<file path="src/rtl/irq_flag_pkg.sv">
// Package: shared bit positions, register indices and sizes for the
// interrupt flag block. Assumes an 8-bit register read port.
package irq_flag_pkg;
    localparam int NUM_SRC   = 3;
    localparam int DATA_W    = 8;
    // Source slots inside the internal flag vector
    localparam int SRC_UPD   = 0;
    localparam int SRC_ALM   = 1;
    localparam int SRC_PER   = 2;
    // Position of the flag vector and summary bit in the status byte
    localparam int STAT_LSB  = 4;
    localparam int STAT_SUM  = 7;
    localparam int VALID_BIT = 7;

    typedef logic [NUM_SRC-1:0] src_vec_t;

    // Builds the status byte from the flags and the summary bit
    function automatic logic [DATA_W-1:0] pack_status(input src_vec_t f, input logic s);
        logic [DATA_W-1:0] b;
        b = '0;
        b[STAT_SUM] = s;
        b[STAT_LSB +: NUM_SRC] = f;
        return b;
    endfunction
endpackage

</file>
<file path="src/rtl/irq_flag_cell.sv">
// Module: one sticky event flag. Sets on an event pulse and clears on a
// clearing read. An event in the same cycle as the clear wins.
// Assumes events are single-cycle pulses synchronous to clk.
module irq_flag_cell (
    input  logic clk,
    input  logic rst_n,
    input  logic evt,
    input  logic clr,
    output logic flag
);
    // Set-dominant sticky flag register
    always_ff @(posedge clk) begin
        if (!rst_n) flag <= 1'b0;
        else        flag <= evt | (flag & ~clr);
    end

    a_r2_evt_sets: assert property (@(posedge clk) disable iff (!rst_n)
        evt |=> flag);
    a_r10_flag_holds: assert property (@(posedge clk) disable iff (!rst_n)
        (flag && !clr) |=> flag);
    a_r5_read_clears: assert property (@(posedge clk) disable iff (!rst_n)
        (clr && !evt) |=> !flag);
endmodule

</file>
<file path="src/rtl/irq_flag_summary.sv">
// Module: masks the flags with their enables and forms the summary bit.
// Purely combinational, so enable changes act in the same cycle.
module irq_flag_summary
    import irq_flag_pkg::*;
(
    input  src_vec_t flags,
    input  src_vec_t enables,
    output logic     summary
);
    // OR-reduce the enabled flags
    always_comb summary = |(flags & enables);
endmodule

</file>
<file path="src/rtl/irq_flag_readout.sv">
// Module: decodes the indexed read port, registers the read data and
// issues the clear strobe for the status register.
// Assumes a read is a single-cycle strobe with a stable index.
module irq_flag_readout
    import irq_flag_pkg::*;
#(
    parameter int IDX_W     = 4,
    parameter int STAT_IDX  = 12,
    parameter int VALID_IDX = 13
) (
    input  logic              clk,
    input  logic              rst_n,
    input  logic              rd_en,
    input  logic [IDX_W-1:0]  rd_idx,
    input  src_vec_t          flags,
    input  logic              summary,
    input  logic              supply_ok,
    output logic              clr_stat,
    output logic [DATA_W-1:0] rd_data
);
    localparam logic [IDX_W-1:0] STAT_SEL  = IDX_W'(STAT_IDX);
    localparam logic [IDX_W-1:0] VALID_SEL = IDX_W'(VALID_IDX);

    logic [DATA_W-1:0] rd_next;

    // Clear strobe: only a read of the status index clears
    always_comb clr_stat = rd_en && (rd_idx == STAT_SEL);

    // Read mux: pick the addressed register, or zero
    always_comb begin
        rd_next = '0;
        if (rd_en) begin
            if (rd_idx == STAT_SEL)
                rd_next = pack_status(flags, summary);
            else if (rd_idx == VALID_SEL)
                rd_next[VALID_BIT] = supply_ok;
        end
    end

    // Read data register
    always_ff @(posedge clk) begin
        if (!rst_n) rd_data <= '0;
        else        rd_data <= rd_next;
    end

    a_r9_idle_zero: assert property (@(posedge clk) disable iff (!rst_n)
        !rd_en |=> (rd_data == '0));
    a_r7_low_bits_zero: assert property (@(posedge clk) disable iff (!rst_n)
        clr_stat |=> (rd_data[STAT_LSB-1:0] == '0));
endmodule

</file>
<file path="src/rtl/irq_flag_ctrl.sv">
// Module: top of the interrupt flag and enable register. Holds a sticky
// flag per event source, drives irq from the enabled flags, and serves
// the status (clear-on-read) and validity registers on an indexed port.
module irq_flag_ctrl
    import irq_flag_pkg::*;
#(
    parameter int IDX_W     = 4,
    parameter int STAT_IDX  = 12,
    parameter int VALID_IDX = 13
) (
    input  logic              clk,
    input  logic              rst_n,
    input  logic              evt_periodic,
    input  logic              evt_alarm,
    input  logic              evt_update,
    input  logic              en_periodic,
    input  logic              en_alarm,
    input  logic              en_update,
    input  logic              supply_ok,
    input  logic              rd_en,
    input  logic [IDX_W-1:0]  rd_idx,
    output logic [DATA_W-1:0] rd_data,
    output logic              irq
);
    src_vec_t evt_v, en_v, flag_v;
    logic     clr_stat, summary;

    // Gather the per-source inputs into vectors
    always_comb begin
        evt_v[SRC_PER] = evt_periodic;
        evt_v[SRC_ALM] = evt_alarm;
        evt_v[SRC_UPD] = evt_update;
        en_v[SRC_PER]  = en_periodic;
        en_v[SRC_ALM]  = en_alarm;
        en_v[SRC_UPD]  = en_update;
    end

    for (genvar i = 0; i < NUM_SRC; i++) begin : g_flag
        irq_flag_cell u_cell (
            .clk  (clk),
            .rst_n(rst_n),
            .evt  (evt_v[i]),
            .clr  (clr_stat),
            .flag (flag_v[i])
        );
    end

    irq_flag_summary u_sum (
        .flags  (flag_v),
        .enables(en_v),
        .summary(summary)
    );

    irq_flag_readout #(
        .IDX_W    (IDX_W),
        .STAT_IDX (STAT_IDX),
        .VALID_IDX(VALID_IDX)
    ) u_rd (
        .clk      (clk),
        .rst_n    (rst_n),
        .rd_en    (rd_en),
        .rd_idx   (rd_idx),
        .flags    (flag_v),
        .summary  (summary),
        .supply_ok(supply_ok),
        .clr_stat (clr_stat),
        .rd_data  (rd_data)
    );

    // Interrupt request mirrors the summary bit
    always_comb irq = summary;

    a_r4_read_summary_matches_irq: assert property (@(posedge clk) disable iff (!rst_n)
        clr_stat |=> (rd_data[STAT_SUM] == $past(irq)));
    a_r3_irq_needs_flag: assert property (@(posedge clk) disable iff (!rst_n)
        irq |-> (flag_v != '0));
endmodule

</file>
<file path="config.mk">
export PLATFORM = sky130hd
export DESIGN_NAME = irq_flag_ctrl
export DESIGN_NICKNAME = d
export VERILOG_FILES = /design/src/rtl/irq_flag_pkg.sv /design/src/rtl/irq_flag_cell.sv /design/src/rtl/irq_flag_summary.sv /design/src/rtl/irq_flag_readout.sv /design/src/rtl/irq_flag_ctrl.sv
export SDC_FILE = /design/constraint.sdc
export NUM_CORES = 1
export LEC_CHECK = 0
export ABC_AREA = 1
export BUFFER_PORTS_ARGS = -buffer_cell sky130_fd_sc_hd__buf_2
export CAP_MARGIN = 20
export CORE_AREA = 5 5 42 44
export CTS_CLUSTER_SIZE = 25
export DETAILED_ROUTE_END_ITERATION = 16
export DIE_AREA = 0 0 47 49
export GPL_ROUTABILITY_DRIVEN = 0
export GPL_TIMING_DRIVEN = 1
export PLACE_DENSITY = 0.5
export SLEW_MARGIN = 25
export SYNTH_ARGS = -nofsm -noshare
export SYNTH_HDL_FRONTEND = slang
export SYNTH_SLANG_ARGS = --single-unit
export TNS_END_PERCENT = 20
</file>
<file path="constraint.sdc">
create_clock -name clk -period 1.9 [get_ports clk]
set_input_delay 0.38 -clock clk [delete_from_list [all_inputs] [get_ports clk]]
set_output_delay 0.38 -clock clk [all_outputs]
set_load 0.005 [all_outputs]
</file>
* Word level (Yosys, flattened, before mapping)
Index checks and enable logic that the tools add are counted.
Storage, ports and cells: output and inout port bits 9, register bits after elaboration 11
Cells by class: bitwise gates (word level) 8, reductions and logical operators 4, equal/unequal tests 2, multiplexer cells 2
Operators with widths (count):
- $eq A4 B4 Y1 const B | 2
- $and A1 B1 Y1 | 3
- $and A3 B3 Y3 | 1
- $or A1 B1 Y1 | 3
- $reduce_and A3 Y1 | 1
- $reduce_or A3 Y1 | 1
- $mux W1 | 2
- $reduce_and A2 Y1 | 1
- $logic_and A1 B1 Y1 | 1
- $not A1 Y1 | 1

* Logic depth before layout (Yosys ltp)
Gate-level depths: netlist of the first run.
word-level depth 5, depth in mapped cells 5, mapped depth without buffers 5

* Hierarchy
A second synthesis of the first run with hierarchy kept.
Second synthesis, totals: cells, all modules 49, area, all modules 344.1 µm²
By module, submodules not included:
- irq_flag_readout | times used 1, cells each 27, area each 196.4 µm²
- irq_flag_cell | times used 3, cells each 6, area each 43.8 µm²
- irq_flag_summary | times used 1, cells each 4, area each 16.3 µm²

* Worst setup path after synthesis of the first run
OpenSTA, ideal clock, no wires.
kind input to output, start input port en_update, end output port irq, arrival 521 ps, cell stages on the path 2, required time 1520 ps, slack 999 ps, cell sequence nand2_1 > nand3_1
On the way: longest elaborated chain between the ends 2
Ends and longest elaborated chain:
- from (decl) | RTL line irq_flag_ctrl.sv:18 | input logic en_update,
- $and A3 B3 Y3 | RTL line irq_flag_summary.sv:11 | always_comb summary = |(flags & enables);
- $reduce_or A3 Y1 | RTL line irq_flag_summary.sv:11
- to (decl) | RTL line irq_flag_ctrl.sv:23 | output logic irq
No other way between the ends.

* Worst setup path after layout of the first run
start register g_flag[1].u_cell.flag, end output port irq
On the way: longest elaborated chain between the ends 2
Ends and longest elaborated chain:
- from (decl) | RTL line irq_flag_cell.sv:9 | output logic flag
- from (signal assigned) | RTL line irq_flag_cell.sv:14 | else flag <= evt | (flag & ~clr);
- $and A3 B3 Y3 | RTL line irq_flag_summary.sv:11
- $reduce_or A3 Y1 | RTL line irq_flag_summary.sv:11
No other way between the ends.

==> summary.txt, run 1 <==
Yosys
  – Share of the synthesized area in the top cell type: 43.7%
  – Ys async rst share: 0%
  – Post-synth EDFFs: 0
  – Gate Count Post-Synth: 44
  – Sequential area share after synthesis: 43.7%
  – Most frequent cells after synthesis: inv_1, nand2_1, dfxtp_1
  – Synth Flop Type: dfxtp_1
  – Synth area leader: dfxtp_1
  – Top-count cell post-synth: inv_1
  – Ranking of synthesized cells by area: dfxtp_1, inv_1, buf_4, nand2_1, nand2_2
  – Syn. warnings: 0
  – Synthesized area per cell: 7.28 µm²
  – Synth Register Bits: 7
  – Synth cell types: 12
  – Synth Cell Area: 320 µm²

CTS
  – PostCTS Resize Cnt: 0
  – H-tree levels: 1
  – CTS tree: yes
  – Hold_buf cts: 0
  – # clock sinks: 7
  – Clock transition at path regs: 0.05 ns
  – Clk buf depth: 2
  – TritonCTS buffer count: 3
  – Clock root buffer: clkbuf_4
  – Post-CTS setup buffer count: 0
  – Worst-Skew Late Latency: 0.25 ns

Timing
  – Worst Clk Skew: 0.00634 ns
  – Post-route setup TNS: 0 ns
  – RSZ-0062 raised after global routing: no
  – Final hold violation count: 0
  – Final worst slack: 0.625 ns
  – Tmin final: 1.28 ns
  – Final setup fails: 0
  – Max Fclk: 784 MHz
  – Slew Limit Fails: 0
  – Period utilisation layout: 67.1%

Floorplan
  – Core area: 1400 µm²
  – Die Height: 49 µm
  – Starting Density: 22.9%
  – Die area: 2300 µm²
  – Io pins: 23
  – Die width: 47 µm
  – Cell Rows: 14

Hold path
  – Hold Crit Class: in -> reg
  – Hold path depth: 3

Routing
  – First drt pass iteration count: 3
  – DR iter-0 viols: 2
  – DRT antenna net count: 0
  – Routed WL per cell: 8.74 µm
  – Post-Route WL: 708 µm
  – Vias per std cell: 3.79
  – Residual DRC count: 0
  – Vias after detailed routing: 307

Global route
  – Largest net degree at the start of global routing: 5
  – Vias in the first global route: 252
  – All-Layer GR Usage: 6.49%
  – Global-route wire length before repair: 1010 µm
  – Aggregate global routing overflow: 0
  – Initial antenna violation count: 0

Place
  – Area post-placement: 412 µm²
  – PortBufs: 18
  – Dpl ws: 0.758 ns
  – Detail Placement HPWL: 586 µm

Power and ir drop
  – Pwr Density: 755 nW/µm²
  – Leakage: 0.253 nW
  – Tot Pwr: 0.330 mW
  – Max IR drop VDD: 0.000344 V

Run
  – # Max-Cap Violations: 0

Critical path
  – Req. time, crit path: 1.52 ns
  – Reg2Reg Depth: 4
  – Crit Path Max Fanout: 3
  – Element type at the critical path end: output port
  – Worst path arrival time: 0.90 ns
  – Slowest CP cell: dfxtp_1
  – Type of origin of the critical path: flip-flop
  – Crit path cell chain: nand2_1 > nand3_1 > buf_2
  – Worst setup path class: reg -> out
  – CP max stage delay: 0.37 ns

Final layout
  – Post-layout util: 31.3%
  – Inserted Diodes: 0
  – Post-route cell area: 438 µm²
  – Area grow syn2layout: 36.7%
  – Share of cells above drive strength 1: 40.0%
  – NumNets Final: 80

Run status
  – Status: finished, final reports clean
==> sequential cells by signal, summed over array words and instances (netlist names) <==
name and count:
g_flag.u_cell.flag 3, u_rd.rd_data 4
==> worst paths after layout <==
kind / startpoint / endpoint / slack, ns
worst max-delay path: g_flag[1].u_cell.flag / irq / 0.62
worst min-delay path: evt_update / g_flag[0].u_cell.flag / 0.37
worst max register to register: g_flag[1].u_cell.flag / u_rd.rd_data[7] / 1.19
worst min register to register: g_flag[0].u_cell.flag / u_rd.rd_data[4] / 0.44
==> cells by family after synthesis <==
family | after synthesis | synth area share, %
AND/OR/NAND/NOR | 20 | 30.5
buffers and inverters | 13 | 19.9
flip-flops | 7 | 43.7
AO/OA/AOI/OAI | 3 | 4.69
other | 1 | 1.17
==> layout make-up <==
type,count,area [µm²]
repair buffers,18,90.1
inverters,9,33.8
flip-flops and latches,7,140
well taps,16,20.0
fillers,174,963
clock buffers,4,26.3
multi-input cells,27,128
==> where the power goes <==
part           leakage [nW]  switching (mW)  internal, mW
combinational         0.180          0.0198        0.0185
clock                0.0150          0.0557        0.0802
sequential           0.0574         0.00408         0.152
==> metal layers <==
metal	vias to the layer above	part of all wire, %	global-route usage [%]
li1	163	-	-
met1	129	42	7.52
met2	15	42	8.37
met3	0	16	5.54
met4	0	0	2.76
met5	-	0	0
==> layout by cell type (no fill, tap or decap) <==
master / n
nor2_2: 1
nand3_1: 2
nand2_1: 8
nand4_1: 1
nor2_4: 1
conb_1: 4
buf_2: 18
inv_1: 9
nand2_2: 3
clkbuf_1: 1
a21oi_1: 3
clkbuf_4: 3
nor2_1: 4
dfxtp_1: 7
==> critical path, delay by kind of cell (launching register included) <==
family	cells	cell delay [ns]
buffers and inverters	1	0.12
and+or+nand+nor	2	0.16
DFF	1	0.37
==> through the flow <==
| step | hold slack (ns) | instances |
|---|---|---|
| 2_1_floorplan | 0.422 | 47 |
| 3_3_place_gp | 0.441 | 77 |
| 3_5_place_dp | 0.446 | 77 |
| 4_1_cts | 0.361 | 81 |
| 5_1_grt | 0.392 | 81 |
| 6_report | 0.366 | 81 |
Power figures use the tool's default switching activity.
==> run 2: changes to the inputs <==
==> constraint.sdc (replaced) <==
create_clock -name clk -period 1.3 [get_ports clk]
set_input_delay 0.26 -clock clk [delete_from_list [all_inputs] [get_ports clk]]
set_output_delay 0.26 -clock clk [all_outputs]
set_load 0.005 [all_outputs]
==> run 2 against run 1 <==
  * Total power increased by 45%
  * Worst setup slack lost 0.49 ns
  * Sequential power is 47% higher
==> summary.txt, run 2 (synthesis gave the netlist of run 1 again) <==
Power and ir drop
  – Leakage: 0.253 nW
  – Pwr Density: 1090 nW/µm²
  – Tot Pwr: 0.478 mW
  – Max IR drop VDD: 0.000381 V

Final layout
  – Post-route cell area: 438 µm²
  – Biggest register: u_rd.rd_data
  – Inserted Diodes: 0
  – Filler cells: 163
  – Area grow syn2layout: 36.7%
  – Commonest non-fill, non-tap cell in the layout: buf_2
  – Non-Filler Instances: 81
  – Largest register FFs: 4
  – Regs by FF count: u_rd.rd_data (4), g_flag.u_cell.flag (3)
  – Post-layout util: 31.3%
  – Commonest non-fill, non-tap cells in the layout: buf_2, inv_1, nand2_1
  – NumNets Final: 80
  – Share of cells above drive strength 1: 40.0%

Routing
  – DRT antenna net count: 0
  – Vias per std cell: 3.79
  – Residual DRC count: 0
  – Vias after detailed routing: 307
  – First drt pass iteration count: 5
  – Post-Route WL: 715 µm
  – Routed WL per cell: 8.83 µm
  – DR iter-0 viols: 3

Floorplan
  – Core area: 1400 µm²
  – Starting Density: 22.9%
  – Die Height: 49 µm
  – Die width: 47 µm
  – Cell Rows: 14
  – Die area: 2300 µm²
  – Io pins: 23

Place
  – Detail Placement HPWL: 608 µm
  – Dpl ws: 0.399 ns
  – Area post-placement: 412 µm²
  – Dpl cells: 77
  – PortBufs: 18

Timing
  – Period utilisation layout: 89.9%
  – Final Hold Slack: 0.247 ns
  – Worst Clk Skew: 0.00393 ns
  – Final hold violation count: 0
  – Final setup fails: 0
  – Slew Limit Fails: 0
  – Post-route setup TNS: 0 ns
  – Final worst slack: 0.131 ns
  – Max Fclk: 855 MHz
  – Tmin final: 1.17 ns
  – RSZ-0062 raised after global routing: no

Critical path
  – Worst path arrival time: 0.91 ns
  – Crit Path Max Fanout: 3
  – Worst setup path class: reg -> out
  – Req. time, crit path: 1.04 ns
  – Element type at the critical path end: output port
  – Type of origin of the critical path: flip-flop

CTS
  – PostCTS Resize Cnt: 0
  – # clock sinks: 7
  – Clock root buffer: clkbuf_4
  – H-tree levels: 1
  – Clk buf depth: 2
  – TritonCTS buffer count: 3
  – Hold_buf cts: 0
  – Post-CTS setup buffer count: 0
  – CTS tree: yes
  – Worst-Skew Late Latency: 0.25 ns
  – Clock transition at path regs: 0.05 ns

Global route
  – Global-route wire length before repair: 1000 µm
  – Vias in the first global route: 259
  – Aggregate global routing overflow: 0
  – All-Layer GR Usage: 6.42%
  – Largest net degree at the start of global routing: 5
  – Initial antenna violation count: 0

Hold path
  – Hold Crit Class: in -> reg

Run
  – # Max-Cap Violations: 0

Run status
  – Status: finished, final reports clean
run 2: path summary, 6_finish.rpt:
kind | depth (start not counted) | to | slack [ns] | from
max | 3 | irq | 0.13 | g_flag[1].u_cell.flag
min | 3 | g_flag[0].u_cell.flag | 0.25 | evt_update
max reg2reg | 4 | u_rd.rd_data[7] | 0.57 | g_flag[1].u_cell.flag
min reg2reg | 2 | u_rd.rd_data[6] | 0.45 | g_flag[2].u_cell.flag
run 2: where the power goes:
group / internal (mW) / switching, mW
logic: 0.0270 / 0.0295
clock network: 0.117 / 0.0763
registers: 0.223 / 0.00617
total: 0.366 / 0.112
run 2: layout make-up:
type	count	area [µm²]	share of cell area [%]
flip-flops and latches	7	140	32.0
multi-input cells	27	128	29.1
repair buffers	18	90.1	20.6
inverters	9	33.8	7.71
clock buffers	4	26.3	6.00
well taps	16	20.0	4.57
run 2: worst max-delay path, stage by stage, from the launching register on:
cell and delay, ns:
dfxtp_1 0.37, nand2_1 0.08, nand3_1 0.10, buf_2 0.12
run 2: per-layer routing:
metal  GRT usage [%]  share of wire, %  vias up
met5               0                 0        -
met3            5.54                15        0
met4            2.76                 0        0
li1                -                 -      164
met2            8.60                45       17
met1            7.08                40      126
